--- src/rtl/sgw_pkg.sv ---
package sgw_pkg;

  // A region length is a 16-bit field whose zero value means 64K, so 17 bits hold it.
  localparam int unsigned REGION_LEN_W = 17;
  localparam int unsigned DESC_W       = 64;

  typedef enum logic [1:0] {
    ST_IDLE  = 2'd0,
    ST_CHECK = 2'd1,
    ST_FETCH = 2'd2,
    ST_BURST = 2'd3
  } sgw_state_e;

  // Masked length field; a zero field is a full 64K region.
  function automatic logic [REGION_LEN_W-1:0] region_len(input logic [15:0] field);
    logic [15:0] even;
    even = {field[15:1], 1'b0};
    return (even == 16'd0) ? 17'h10000 : {1'b0, even};
  endfunction

endpackage

--- src/rtl/sgw_desc_decode.sv ---
module sgw_desc_decode
  import sgw_pkg::*;
#(
  parameter int unsigned ADDR_W = 32
) (
  input  logic [DESC_W-1:0]       raw,
  output logic [ADDR_W-1:0]       reg_addr,
  output logic [REGION_LEN_W-1:0] reg_len,
  output logic                    reg_last
);
  // Low word: region address. High word: count in [15:0], end flag in bit 31.
  assign reg_addr = raw[ADDR_W-1:0];
  assign reg_len  = region_len(raw[47:32]);
  assign reg_last = raw[63];

  logic unused_fields;
  assign unused_fields = &{1'b0, raw[62:48]};
endmodule

--- src/rtl/sgw_table_guard.sv ---
module sgw_table_guard #(
  parameter int unsigned ADDR_W     = 32,
  parameter int unsigned PAGE_BYTES = 4096
) (
  input  logic [ADDR_W-1:0] ptr,
  input  logic [ADDR_W-1:0] base,
  output logic [ADDR_W-1:0] offset,
  output logic              exhausted
);
  localparam logic [ADDR_W-1:0] LIMIT = ADDR_W'(PAGE_BYTES);

  assign offset    = ptr - base;
  assign exhausted = (offset >= LIMIT);
endmodule

--- src/rtl/sgw_burst_size.sv ---
module sgw_burst_size #(
  parameter int unsigned CNT_W = 24,
  parameter int unsigned LEN_W = 17
) (
  input  logic [CNT_W-1:0] remaining,
  input  logic [LEN_W-1:0] region_left,
  output logic [LEN_W-1:0] size
);
  localparam int unsigned W = (CNT_W > LEN_W) ? CNT_W : LEN_W;

  logic [W-1:0] rem_ext;
  logic [W-1:0] left_ext;

  assign rem_ext  = W'(remaining);
  assign left_ext = W'(region_left);
  assign size     = (rem_ext < left_ext) ? LEN_W'(rem_ext) : region_left;
endmodule

--- src/rtl/sg_walker.sv ---
module sg_walker
  import sgw_pkg::*;
#(
  parameter int unsigned ADDR_W     = 32,
  parameter int unsigned CNT_W      = 24,
  parameter int unsigned PAGE_BYTES = 4096,
  parameter int unsigned DESC_BYTES = 8
) (
  input  logic                    clk,
  input  logic                    rst,
  input  logic                    start,
  input  logic [ADDR_W-1:0]       tbl_base,
  input  logic [CNT_W-1:0]        req_bytes,
  input  logic                    to_mem,
  output logic                    fd_valid,
  output logic [ADDR_W-1:0]       fd_addr,
  input  logic                    fd_ready,
  input  logic [DESC_W-1:0]       fd_data,
  output logic                    bu_valid,
  output logic [ADDR_W-1:0]       bu_addr,
  output logic [REGION_LEN_W-1:0] bu_len,
  output logic                    bu_write,
  input  logic                    bu_ready,
  output logic                    busy,
  output logic                    done,
  output logic                    short_err
);
  localparam logic [ADDR_W-1:0] PTR_STEP = ADDR_W'(DESC_BYTES);

  sgw_state_e              state_q;
  logic [ADDR_W-1:0]       base_q;
  logic [ADDR_W-1:0]       ptr_q;
  logic [CNT_W-1:0]        rem_q;
  logic [ADDR_W-1:0]       cur_addr_q;
  logic [REGION_LEN_W-1:0] cur_len_q;
  logic                    cur_last_q;
  logic                    dir_q;
  logic                    done_q;
  logic                    short_q;

  // Decoded descriptor
  logic [ADDR_W-1:0]       dec_addr;
  logic [REGION_LEN_W-1:0] dec_len;
  logic                    dec_last;

  // Table pointer guard
  logic [ADDR_W-1:0]       tbl_off;
  logic                    tbl_exhausted;

  // Burst size
  logic [REGION_LEN_W-1:0] burst_len;

  sgw_desc_decode #(.ADDR_W(ADDR_W)) u_decode (
    .raw      (fd_data),
    .reg_addr (dec_addr),
    .reg_len  (dec_len),
    .reg_last (dec_last)
  );

  sgw_table_guard #(.ADDR_W(ADDR_W), .PAGE_BYTES(PAGE_BYTES)) u_guard (
    .ptr       (ptr_q),
    .base      (base_q),
    .offset    (tbl_off),
    .exhausted (tbl_exhausted)
  );

  sgw_burst_size #(.CNT_W(CNT_W), .LEN_W(REGION_LEN_W)) u_size (
    .remaining   (rem_q),
    .region_left (cur_len_q),
    .size        (burst_len)
  );

  // Named internal events, exposed for the checker.
  logic ev_start, ev_fetch, ev_burst, ev_finish_ok, ev_finish_short, ev_need_fetch;
  logic region_empty;

  assign region_empty    = (cur_len_q == '0);
  assign ev_start        = (state_q == ST_IDLE) && start;
  assign ev_fetch        = (state_q == ST_FETCH) && fd_ready;
  assign ev_burst        = (state_q == ST_BURST) && bu_ready;
  assign ev_finish_ok    = (state_q == ST_CHECK) && (rem_q == '0);
  assign ev_finish_short = (state_q == ST_CHECK) && (rem_q != '0) && region_empty &&
                           (cur_last_q || tbl_exhausted);
  assign ev_need_fetch   = (state_q == ST_CHECK) && (rem_q != '0) && region_empty &&
                           !cur_last_q && !tbl_exhausted;

  always_ff @(posedge clk) begin
    if (rst) begin
      state_q    <= ST_IDLE;
      base_q     <= '0;
      ptr_q      <= '0;
      rem_q      <= '0;
      cur_addr_q <= '0;
      cur_len_q  <= '0;
      cur_last_q <= 1'b0;
      dir_q      <= 1'b0;
      done_q     <= 1'b0;
      short_q    <= 1'b0;
    end else begin
      done_q  <= 1'b0;
      short_q <= 1'b0;
      unique case (state_q)
        ST_IDLE: begin
          if (ev_start) begin
            base_q     <= tbl_base;
            ptr_q      <= tbl_base;
            rem_q      <= req_bytes;
            dir_q      <= to_mem;
            cur_addr_q <= '0;
            cur_len_q  <= '0;
            cur_last_q <= 1'b0;
            state_q    <= ST_CHECK;
          end
        end
        ST_CHECK: begin
          if (ev_finish_ok || ev_finish_short) begin
            done_q  <= 1'b1;
            short_q <= ev_finish_short;
            state_q <= ST_IDLE;
          end else if (ev_need_fetch) begin
            state_q <= ST_FETCH;
          end else begin
            state_q <= ST_BURST;
          end
        end
        ST_FETCH: begin
          if (ev_fetch) begin
            cur_addr_q <= dec_addr;
            cur_len_q  <= dec_len;
            cur_last_q <= dec_last;
            ptr_q      <= ptr_q + PTR_STEP;
            state_q    <= ST_CHECK;
          end
        end
        ST_BURST: begin
          if (ev_burst) begin
            cur_addr_q <= cur_addr_q + ADDR_W'(burst_len);
            cur_len_q  <= cur_len_q - burst_len;
            rem_q      <= rem_q - CNT_W'(burst_len);
            state_q    <= ST_CHECK;
          end
        end
        default: state_q <= ST_IDLE;
      endcase
    end
  end

  assign fd_valid  = (state_q == ST_FETCH);
  assign fd_addr   = ptr_q;
  assign bu_valid  = (state_q == ST_BURST);
  assign bu_addr   = cur_addr_q;
  assign bu_len    = burst_len;
  assign bu_write  = dir_q;
  assign busy      = (state_q != ST_IDLE);
  assign done      = done_q;
  assign short_err = short_q;

endmodule

--- config.mk ---
export PLATFORM = sky130hd
export DESIGN_NAME = sg_walker
export DESIGN_NICKNAME = d
export VERILOG_FILES = /design/src/rtl/sgw_pkg.sv /design/src/rtl/sgw_desc_decode.sv /design/src/rtl/sgw_table_guard.sv /design/src/rtl/sgw_burst_size.sv /design/src/rtl/sg_walker.sv
export SDC_FILE = /design/constraint.sdc
export NUM_CORES = 1
export LEC_CHECK = 0
export CORE_ASPECT_RATIO = 0.5
export CORE_MARGIN = 2
export CORE_UTILIZATION = 25
export DETAILED_ROUTE_END_ITERATION = 16
export PLACE_DENSITY = 0.54
export RECOVER_POWER = 50
export SLEW_MARGIN = 15
export SYNTH_ARGS = -nofsm -noshare
export SYNTH_HDL_FRONTEND = slang
export SYNTH_SLANG_ARGS = --single-unit
--- constraint.sdc ---
create_clock -name clk -period 5.5 [get_ports clk]
set_clock_uncertainty 0.2 [all_clocks]
set_input_delay 1.375 -clock clk [delete_from_list [all_inputs] [get_ports clk]]
set_output_delay 1.375 -clock clk [all_outputs]
set_load 0.005 [all_outputs]
==> flow_summary.ini <==
[routing]
drtAntennaViolNets = 0
avgViaCountPerCell = 5.00
drc = 0
post_drt_wl_per_cell_um = 16.9
wl_mm = 39.5
num_vias = 11700
drtPass1Iterations = 5
drtIter0Drc = 674

[layout]
syn2layout_area_growth_pct = 28.6
final_nets = 1961
drive_above_1_share_pct = 5.91
final_common_cell = nand2_1
layout_common_cells = nand2_1, nor2_1, a21oi_1
fin_cells = 2342
final_area_mm2 = 0.0147
final_core_util_pct = 32.6

[floorplanning]
num_io_pins = 213
coreArea_mm2 = 0.0451
die_x_um = 306
rows = 55
die_h_um = 155
dieArea_mm2 = 0.0476
initial_core_util_pct = 25.3

[sta]
relSlewSlack_pct = -37.3
fin_crit_ps = 5180
fin_crit_sh_pct = 94.2
fmax_mhz = 193
fin_setup_tns_ps = 0
final_max_slew_viol_count = 109
fin_hold_ws_ps = 254
worst_slack_ps = 320
finalSetupViolations = 0
final_hold_viol_count = 0
tightest_slew_ps = 2060

[power]
peakVddDrop_uv = 153
power_density_mw_per_mm2 = 314
p_leak_nw = 5.97
p_total_mw = 4.62

[clock_tree]
cts_tree = done
clkTransAtPathRegs_ps = 70
htreeDepth = 4
clock_sinks = 143
clockRootBuffer = clkbuf_16
clockBufferDepth = 2
clk_latency_ps = 450
cts_inserted_buffers = 17

[placed_design]
place_ws_ps = 213
port_buffers = 196
dpl_cell_area_mm2 = 0.0141
hpwlAfterDp_mm = 29.6
place_inst = 2306
place.gp.congestion = 0.871

[global_route]
grt_overflow = 0
grt_usage_pct = 16.3
grt_pass1_vias = 11300
antenna_found_initial = 2
grt_pass1_wl_mm = 61.9
grt_max_degree = 74

[setup_path]
end_kind = flip-flop
criticalPathCategory = flip-flop to flip-flop
critPathLaunchType = flip-flop
worstPathMaxFanout = 34
worst-r2r-setup-slack_ps = 320
worst_ep_arrival_time_ps = 5280
cp_data_required_time_ps = 5600

[synth]
ys.warnings.count = 0
synth_nets = 1795
synth_top_area_share_pct = 25.0
postSynthAreaPerCell_um2 = 7.31
netlist_top_cells_area = dfxtp_1, ha_1, a21oi_1, nand2_1, nor2_1
syn_area_mm2 = 0.0114
synth-async-reset-ratio_pct = 0
ys_ff_latch = 143
synthCells = 1563
yosys.area.top_type = dfxtp_1
synth_edf_count = 0
synthFlopType = dfxtp_1
ys_seq_area_share_pct = 25.0
synth_cell_type_count = 88

[flow_run]
cap_violations = 3

[status]
violations = max-capacitance violations, max-slew violations
status = finished with violations

[min_path]
hp-class = flip-flop to flip-flop
timing repair:
action | 4_1_cts | 5_1_grt
resized for setup | 0 | 5
hold buffers | 0 | 0
endpoints found under the setup margin | 0 | 20
buffers inserted | 0 | 2
final cells by class:
cell class	count	area, um2
fillers	4864	30400
multi-input cells	1244	7910
flip-flops and latches	143	2860
repair buffers	231	2210
well taps	598	748
clock buffers	18	439
inverters	92	345
clock inverters	14	181
diodes	2	5.00
path summary, 6_finish.rpt:
path | startpoint | end | cells past startpoint
setup reg to reg | cur_len_q[9] | rem_q[22] | 22
hold reg to reg | bu_write | bu_write | 2
setup / recovery | cur_len_q[9] | rem_q[22] | 22
hold / removal | bu_write | bu_write | 2
synthesized netlist by cell type (23+ instances only):
library cell and instances:
nand2_1 186, nor2_1 174, a21oi_1 161, dfxtp_1 143, ha_1 102, inv_1 88, clkbuf_1 68, o21ai_0 65
a21o_1 50, a211oi_1 39, nand3_1 38, nor3_1 36, xnor2_1 31, a22oi_1 23
worst max-delay path, stage by stage (launching register included):
cell and delay, ps:
dfxtp_1 390, inv_1 80, ha_1 300, a21o_1 160, a21o_1 170, a21oi_1 140, o21ai_0 120, a211oi_2 310
o21a_1 230, buf_8 220, a21o_1 160, inv_1 80, fa_1 440, a21o_1 190, a211oi_1 350, o211ai_1 230
a311o_1 330, nand2_1 120, a21boi_1 110, nand2b_1 210, mux2_1 340, nand2_1 70, a31oi_1 70
flip-flops by register name (all words and copies together) (netlist names):
register,cells
rem_q,24
fd_addr,32
bu_addr,32
cur_len_q,17
state_q,2
cur_last_q,1
bu_write,1
done,1
base_q,32
short_err,1
power breakdown:
part           total (mW)  switching [mW]  internal (mW)
combinational        2.12            1.19          0.926
sequential           1.24           0.115           1.13
clock                1.26           0.528          0.733
routing by layer:
metal	part of all wire, %	track usage, %	up-vias
li1	-	-	5969
met1	42	18.8	5551
met2	53	31.3	161
met3	2.4	2.06	36
met4	2.1	5.37	0
met5	0	0	-
cells by family (layout without fill, tap and decap cells):
kind of cell / count (synthesis) / after routing / synth area share (%)
AND/OR/NAND/NOR: 563 / 563 / 22.8
AO/OA/AOI/OAI: 504 / 504 / 28.6
buffers and inverters: 176 / 355 / 6.01
flip-flops: 143 / 143 / 25.0
adder cells (fa/ha/maj): 106 / 106 / 11.9
XOR/XNOR: 53 / 53 / 4.06
multiplexers: 18 / 18 / 1.64
other: 0 / 2 / 0
Power figures use the tool's default switching activity.
